$ cat src/rtl/wdt_two_stage.sv
module wdt_two_stage #(
  parameter int DATA_W     = 32,
  parameter int ADDR_W     = 3,
  parameter int RST_CYCLES = 16
) (
  input  logic              clk,
  input  logic              rst_n,
  input  logic              tick,
  input  logic              bus_sel,
  input  logic              bus_wr,
  input  logic [ADDR_W-1:0] bus_addr,
  input  logic [DATA_W-1:0] bus_wdata,
  output logic [DATA_W-1:0] bus_rdata,
  output logic              irq,
  output logic              sys_reset
);
  localparam int RC_W = $clog2(RST_CYCLES + 1);
  localparam logic [ADDR_W-1:0] A_LOAD = 0, A_CUR = 1, A_CTRL = 2, A_EOI = 3, A_STAT = 4;

  logic [DATA_W-1:0] load_q, cnt_q;
  logic [1:0]        ctrl_q;
  logic              irq_q, hard_q;
  logic [RC_W-1:0]   rst_cnt_q;

  wire wr_en    = bus_sel & bus_wr & ~sys_reset;
  wire rd_en    = bus_sel & ~bus_wr;
  wire ctrl_wr  = wr_en && bus_addr == A_CTRL;
  wire start    = ctrl_wr && bus_wdata[1:0] == 2'b11;
  wire disable_ = ctrl_wr && bus_wdata[1:0] == 2'b00;
  wire running  = ctrl_q == 2'b11;
  wire step     = running & tick & (cnt_q != '0);
  wire expire   = step & (cnt_q == DATA_W'(1));
  wire eoi_rd   = rd_en && bus_addr == A_EOI;
  wire rst_end  = rst_cnt_q == RC_W'(1);

  assign sys_reset = rst_cnt_q != '0;
  assign irq       = irq_q;

  always_comb begin
    bus_rdata = '0;
    if (rd_en)
      case (bus_addr)
        A_LOAD:  bus_rdata = load_q;
        A_CUR:   bus_rdata = cnt_q;
        A_CTRL:  bus_rdata = DATA_W'(ctrl_q);
        A_STAT:  bus_rdata = DATA_W'(irq_q);
        default: bus_rdata = '0;
      endcase
  end

  always_ff @(posedge clk or negedge rst_n) begin
    if (!rst_n) begin
      load_q <= '0; cnt_q <= '0; ctrl_q <= '0;
      irq_q <= 1'b0; hard_q <= 1'b0; rst_cnt_q <= '0;
    end else if (rst_end) begin
      load_q <= '0; cnt_q <= '0; ctrl_q <= '0;
      irq_q <= 1'b0; hard_q <= 1'b0; rst_cnt_q <= '0;
    end else begin
      if (sys_reset) rst_cnt_q <= rst_cnt_q - RC_W'(1);
      if (wr_en && bus_addr == A_LOAD) load_q <= bus_wdata;
      if (ctrl_wr) ctrl_q <= bus_wdata[1:0];

      if (start)         cnt_q <= load_q;
      else if (disable_) cnt_q <= '0;
      else if (step)     cnt_q <= cnt_q - DATA_W'(1);

      if (disable_)                 irq_q <= 1'b0;
      else if (expire && !hard_q)   irq_q <= 1'b1;
      else if (eoi_rd)              irq_q <= 1'b0;

      if (disable_ || (start && !irq_q)) hard_q <= 1'b0;
      else if (expire)                   hard_q <= 1'b1;

      if (expire && hard_q && !sys_reset) rst_cnt_q <= RC_W'(RST_CYCLES);
    end
  end

  p_irq_set_r5: assert property (@(posedge clk) disable iff (!rst_n)
    (expire && !hard_q && !rst_end && !disable_) |=> (irq && hard_q));
  p_eoi_clear_r6: assert property (@(posedge clk) disable iff (!rst_n)
    (eoi_rd && !expire) |=> !irq);
  p_hold_stopped_r4: assert property (@(posedge clk) disable iff (!rst_n)
    (ctrl_q == 2'b10 && !ctrl_wr && !rst_end) |=> $stable(cnt_q));
  p_zero_quiet_r7: assert property (@(posedge clk) disable iff (!rst_n)
    (cnt_q == '0 && !ctrl_wr) |=> (cnt_q == '0 && !$rose(irq)));
  p_reset_clears_r9: assert property (@(posedge clk) disable iff (!rst_n)
    $fell(sys_reset) |-> (load_q == '0 && ctrl_q == '0 && !irq_q));
  p_wr_block_r10: assert property (@(posedge clk) disable iff (!rst_n)
    (sys_reset && !rst_end) |=> $stable(load_q));
endmodule

$ cat config.mk
export PLATFORM = sky130hd
export DESIGN_NAME = wdt_two_stage
export DESIGN_NICKNAME = d
export VERILOG_FILES = /design/src/rtl/wdt_two_stage.sv
export SDC_FILE = /design/constraint.sdc
export NUM_CORES = 1
export LEC_CHECK = 0
export BUFFER_PORTS_ARGS = -buffer_cell sky130_fd_sc_hd__buf_2
export CAP_MARGIN = 10
export CORE_MARGIN = 10
export CORE_UTILIZATION = 40
export CTS_BUF_LIST = sky130_fd_sc_hd__clkbuf_4 sky130_fd_sc_hd__clkbuf_8
export DETAILED_ROUTE_END_ITERATION = 7
export PLACE_DENSITY = 0.69
export SLEW_MARGIN = 30
export SYNTH_ARGS = -nofsm -noshare
export SYNTH_HDL_FRONTEND = slang
export SYNTH_SLANG_ARGS = --single-unit
$ cat constraint.sdc
create_clock -name clk -period 2.6 [get_ports clk]
set_clock_uncertainty 0.1 [all_clocks]
set_input_delay 0.52 -clock clk [delete_from_list [all_inputs] [get_ports clk]]
set_output_delay 0.52 -clock clk [all_outputs]
set_load 0.05 [all_outputs]
==> impl_metrics.tcl, run 1 <==
set metrics [dict create \
    antenna_cells_inserted 0 \
    drt_iter0_drc 296 \
    grt_first_pass_wirelength_mm 21.9 \
    drive_above_1_share_pct 32.7 \
    fin_crit_sh_pct 93.7 \
    cts_sinks 73 \
    critPathSlowestCell "dfrtp_1" \
    dp_slack_ns 0.198 \
    num_vias 4067 \
    avgRoutedWirePerCell_um 18.7 \
    relSlewSlack_pct 39.7 \
    grt_pass1_vias 4258 \
    synthFlopType "dfrtp_1" \
    fp.dieArea_um2 15300 \
    cts_tree "yes" \
    path_class "flip-flop to output port" \
    antenna_found_initial 0 \
    synthArstFlopShare_pct 100 \
    hold_class "primary input to asynchronous set/reset pin" \
    setup_violations 0 \
    post-route-drc-count 0 \
    cp.arrival_ns 1.82 \
    synthDistinctLibCells 57 \
    first_pass_iters 4 \
    drv_slew 0 \
    run_status "finished clean" \
    clock-root-buffer "clkbuf_8" \
    htree_num_levels 3 \
    via_per_inst 5.82 \
    die_x_um 124 \
    p_leak_nw 2.39 \
    ys_ff_latch 73 \
    synth_area_um2 4290 \
    fp-row-count 37 \
    crit_fanout 5 \
    synth_area_per_cell_um2 9.24 \
    placed_area_um2 5160 \
    clockBufferDepth 2 \
    initial_utilization_pct 41.3 \
    period_needed_ns 2.44 \
    total_power_w 0.00576 \
    peakVddDrop_uv 518 \
    design.core.area_um2 10400 \
    ys_seq_area_share_pct 42.6 \
    synth_edf_count 0 \
    cts_buffers 9 \
    nets 603 \
    synth.top_cells.by_area "dfrtp_1 43%, a22o_1 9.2%, nor2_1 5.5%" \
    final_cell_mix "73 x dfrtp_1, 73 x buf_2, 45 x a22o_1" \
    grt_overflow 0 \
    path_common_cell "inv_1" \
    worstPathRequired_ns 1.98 \
    io_buffers 73 \
    yosysWarningCount 0 \
    pin_count 74 \
    worstSetupStartpointType "flip-flop" \
    finalHoldViolCount 0 \
    wl_mm 13.1 \
    post-dp-hpwl_mm 9.44 \
    crit_chain "inv_1, ha_1, nor4b_4, buf_4, inv_1, buf_2" \
    area_delta_synth_final_pct 24.5 \
    ant_nets 0 \
    cts_resized 0 \
    nFillCells 993 \
    cp_slowest_stage_delay_ns 0.44 \
    cp-end-kind "output port" \
    power_density_nw_per_um2 1080 \
    synthCells 464 \
    cap_violations 0 \
    max_freq_mhz 411 \
    worstSkewPairLatency_ns 0.37 \
    tightest_slew_ns 0.904 \
    track_usage_pct 17.8 \
    synth_fp_nets 509 \
    cts_setup_buffers 0 \
    place.gp.congestion 0.944 \
    hold_buffers 0 \
    worst_slack_ns 0.164 \
    clk_pin_slew_ns 0.08 \
    synth_top_area_cell "dfrtp_1" \
    synth_top_area_share_pct 42.6 \
    grt_max_degree 74 \
    die_y_um 124 \
    finalInstanceArea_um2 5340 \
]
sequential cells by signal, indices dropped and copies added, names as in the netlist:
name,flops
cnt_q,32
load_q,32
rst_cnt_q,5
ctrl_q,2
hard_q,1
irq,1
synthesized netlist by cell type, types with 3 or more instances:
| master | n |
|---|---|
| a22o_1 | 45 |
| xnor2_1 | 13 |
| o21ai_1 | 8 |
| and3_1 | 4 |
| a21o_1 | 5 |
| inv_1 | 10 |
| a22oi_1 | 30 |
| nand3b_1 | 5 |
| nand4b_1 | 4 |
| buf_2 | 5 |
| or4_1 | 3 |
| nand2_1 | 22 |
| dfrtp_1 | 73 |
| o22ai_1 | 3 |
| a31oi_1 | 5 |
| nor2_1 | 63 |
| a32oi_1 | 3 |
| a211oi_1 | 3 |
| nand3_1 | 10 |
| nand4_1 | 5 |
| ha_1 | 5 |
| a32o_1 | 4 |
| o21ai_0 | 6 |
| clkbuf_1 | 27 |
| mux2i_1 | 6 |
| nor4_1 | 5 |
| a21oi_1 | 26 |
| nor3_1 | 23 |
| nor3b_1 | 3 |
| nand2b_1 | 6 |
critical path, delay by kind of cell (launching register included):
| family | cells | cell delay [ns] |
|---|---|---|
| adders and majority gates | 1 | 0.21 |
| buffers and inverters | 4 | 0.53 |
| DFF | 1 | 0.44 |
| and+or+nand+nor | 1 | 0.26 |
logic make-up after synthesis:
family	synth area share, %
flip-flops	42.6
AND/OR/NAND/NOR	22.2
multiplexers	1.40
AO/OA/AOI/OAI	25.2
buffers and inverters	4.00
XOR/XNOR	3.06
adder cells (fa/ha/maj)	1.46
final timing paths:
check                              start           end  slack, ns  cells after the start
min                                rst_n    load_q[29]       0.06                      2
min in group clk           bus_wdata[14]    load_q[14]       0.26                      2
max reg2reg                 rst_cnt_q[0]     cnt_q[23]       0.17                      9
min reg2reg                 rst_cnt_q[1]  rst_cnt_q[1]       0.42                      1
max                         rst_cnt_q[0]     sys_reset       0.16                      6
max in group asynchronous          rst_n     cnt_q[13]       2.00                      2
per-layer routing:
metal | up-vias | part of all wire (%) | routed length (um) | track usage [%]
met3 | 13 | 6.5 | 853 | 5.15
met4 | 0 | 1.1 | 139 | 4.88
met2 | 132 | 49 | 6360 | 28.9
met5 | - | 0 | 0 | 0
li1 | 1923 | - | - | -
met1 | 1999 | 44 | 5750 | 22.8
area by class of cell:
class / count / area (um^2) / share of cell area, %
Tap cell: 136 / 170 / 3.19
Clock buffer: 9 / 124 / 2.32
Inverter: 10 / 37.5 / 0.704
Clock inverter: 7 / 47.5 / 0.891
Multi-Input combinational cell: 348 / 2390 / 44.8
Timing Repair Buffer: 116 / 738 / 13.8
Sequential cell: 73 / 1830 / 34.2
per-stage QoR:
stage	setup TNS (ns)	hold slack (ns)	util [%]	instances
4_1_cts	0	0.0788	51.4	698
2_1_floorplan	-0.00218	0.124	-	464
5_1_grt	-0.000538	0.0763	51.4	699
3_3_place_gp	0	0.397	49.7	682
6_report	0	0.0625	51.4	699
3_5_place_dp	0	0.402	49.7	682
power breakdown:
| group | switching [W] | total, W | internal, W |
|---|---|---|---|
| logic | 0.00161 | 0.00298 | 0.00137 |
| registers | 0.000422 | 0.00197 | 0.00155 |
| clock network | 0.000465 | 0.000809 | 0.000343 |
| total | 0.00250 | 0.00576 | 0.00326 |
Note: power is estimated with default switching activity, not from simulation.
==> inputs of run 2 (changes only) <==
ABC_AREA = 1   (was not set)
==> impl_metrics.tcl, run 2 <==
set metrics [dict create \
    synth_top_area_share_pct 36.9 \
    synthSimpleGateAreaFrac_pct 35.5 \
    die_x_um 131 \
    io_buffers 73 \
    post-dp-hpwl_mm 10.8 \
    synth_top_area_cell "dfrtp_1" \
    clk_pin_slew_ns 0.08 \
    total_power_w 0.00763 \
    hold_class "primary input to asynchronous set/reset pin" \
    post-route-drc-count 0 \
    largestRegisters "cnt_q x32, load_q x32, rst_cnt_q x5" \
    wl_met2_mm 6.59 \
    cts_setup_buffers 0 \
    avgRoutedWirePerCell_um 14.6 \
    fp.dieArea_um2 17200 \
    final_common_cell "nand2_1" \
    wl_mm 14.5 \
    grt_pass1_vias 4879 \
    crit_chain "inv_1, ha_1, nand3_4, nor2_4, o211ai_1, inv_2, nor2_2, nor2_4, nand2_1, nand2_1" \
    design.core.area_um2 12100 \
    wl_met3_um 864 \
    synth_area_um2 4950 \
    track_usage_pct 17.0 \
    seq_area_um2 1830 \
    p_switching_w 0.00404 \
    final_cell_mix "202 x nand2_1, 115 x inv_1, 101 x nor2_1" \
    synthArstFlopShare_pct 100 \
    worstSetupStartpointType "flip-flop" \
    synth_top_family_by_area "simple AND/OR/NAND/NOR gates" \
    finalHoldViolCount 0 \
    critPathSlowestCell "nor2_4" \
    synth_edf_count 0 \
    seqPwrFrac_pct 25.7 \
    top_layer "met4" \
    hold_buffers 0 \
    crit_family "simple AND/OR/NAND/NOR gates" \
    placed_area_um2 5540 \
    cp-end-kind "flip-flop" \
    peakVddDrop_uv 510 \
    power_density_nw_per_um2 1330 \
    ant_nets 0 \
    p_leak_nw 2.91 \
    yosysWarningCount 0 \
    stdcell_count 996 \
    synth.area.mux_share_pct 0 \
    htree_num_levels 3 \
    synthFlopType "dfrtp_1" \
    nFillCells 1272 \
    pwr-share-clk_pct 11.1 \
    num_vias 4953 \
    met1_length_mm 6.97 \
    area_delta_synth_final_pct 15.6 \
    synthTopCellsByCount "202 x nand2_1, 115 x inv_1, 101 x nor2_1" \
    cap_violations 0 \
    dp_cells 980 \
    grt_overflow 0 \
    synth_xor_area_share_pct 2.48 \
    via_per_inst 4.97 \
    nets 868 \
    pin_count 74 \
    cts_tree "yes" \
    cts_resized 0 \
    relSlewSlack_pct 49.5 \
    synth_area_per_cell_um2 6.60 \
    synth.top_cells.by_area "dfrtp_1 37%, nand2_1 15%, inv_1 8.7%" \
    swShare_pct 53.0 \
    fin_crit_sh_pct 92.6 \
    power.internal_w 0.00359 \
    yosysMostFrequentCell "nand2_1" \
    initial_utilization_pct 41.0 \
    synth_compound_area_share_pct 12.0 \
    path_class "flip-flop to flip-flop" \
    cp_slowest_stage_delay_ns 0.59 \
    place.gp.congestion 0.937 \
    grt_first_pass_wirelength_mm 24.8 \
    crit_fanout 32 \
    cts_sinks 73 \
    tightest_slew_ns 0.756 \
    die_y_um 131 \
    drive_above_1_share_pct 15.5 \
    clockBufferDepth 2 \
    fp-row-count 40 \
    clock-root-buffer "clkbuf_8" \
    ys_seq_area_share_pct 36.9 \
    run_status "finished clean" \
    synthDistinctLibCells 31 \
    synthCells 749 \
    rsz0062_at_grt "true" \
    cts_buffers 9 \
    synth_fp_nets 794 \
    worstSkewPairLatency_ns 0.36 \
    antenna_found_initial 0 \
    setup_violations 0 \
    max_freq_mhz 415 \
    ys_ff_latch 73 \
    p_comb_share_pct 63.2 \
    grt_max_degree 74 \
    period_needed_ns 2.41 \
    multi_input_area_um2 2540 \
    critPathBufInv 2 \
    drv_slew 0 \
    worstPathRequired_ns 2.79 \
    antenna_cells_inserted 0 \
    synthAdderAreaFrac_pct 1.26 \
    finalInstanceArea_um2 5720 \
    first_pass_iters 5 \
    drt_iter0_drc 483 \
    cp.arrival_ns 2.60 \
]
run 2: changes by cell type after synthesis, moves of 22 or more:
cell     previous run  this run
inv_1              10       115
a22o_1             45         0
nand3_1            10        72
a21oi_1            26         4
o22ai_1             3        39
a22oi_1            30         0
o21ai_0             6        59
nand2_1            22       202
nor2_1             63       101
run 2: final cells by class:
class | instances | share of cell area [%]
multi-input combinational | 530 | 44.4
sequential | 73 | 32.0
timing repair buffer | 92 | 9.10
inverter | 117 | 7.68
tap | 168 | 3.68
clock buffer | 13 | 2.91
clock inverter | 3 | 0.263
run 2: logic make-up (layout without fill, tap and decap cells):
group / count (synthesis) / after routing
flops: 73 / 73
compound gates: 106 / 106
simple gates: 405 / 405
fa+ha+maj: 5 / 5
buf+inv: 146 / 225
xor+xnor: 14 / 14
run 2: final timing paths:
kind	start	endpoint	slack (ns)	depth (start not counted)
max	rst_cnt_q[0]	cnt_q[16]	0.19	10
max in group asynchronous	rst_n	load_q[1]	1.99	2
min reg2reg	load_q[1]	load_q[1]	0.39	2
min in group clk	bus_wdata[27]	load_q[27]	0.29	3
max reg2reg	rst_cnt_q[0]	cnt_q[16]	0.19	10
min	rst_n	load_q[5]	0.08	2
run 2: power groups by stage:
stage               Combinational, W  Sequential [W]  Clock, W
finish                       0.00482         0.00196  0.000846
CTS                          0.00479         0.00196  0.000857
floorplan                    0.00368         0.00187         0
detailed placement           0.00476         0.00198         0
global route                 0.00554         0.00203  0.000919
global placement             0.00468         0.00197         0
run 2: per-layer routing:
layer	up-vias	GRT usage [%]
met1	2286	23.2
li1	2518	-
met2	139	27.0
met4	0	3.81
met3	10	3.47
met5	-	0
run 2: through the flow:
step / utilization [%] / hold slack [ns] / TNS, ns / setup slack (ns)
after floorplan: - / 0.124 / 0 / 0.213
after global placement: 45.9 / 0.368 / 0 / 0.270
after detailed placement: 45.9 / 0.375 / 0 / 0.226
after CTS: 47.4 / 0.111 / 0 / 0.192
after global routing: 47.4 / 0.124 / -0.0683 / -0.0317
final: 47.4 / 0.0800 / 0 / 0.191
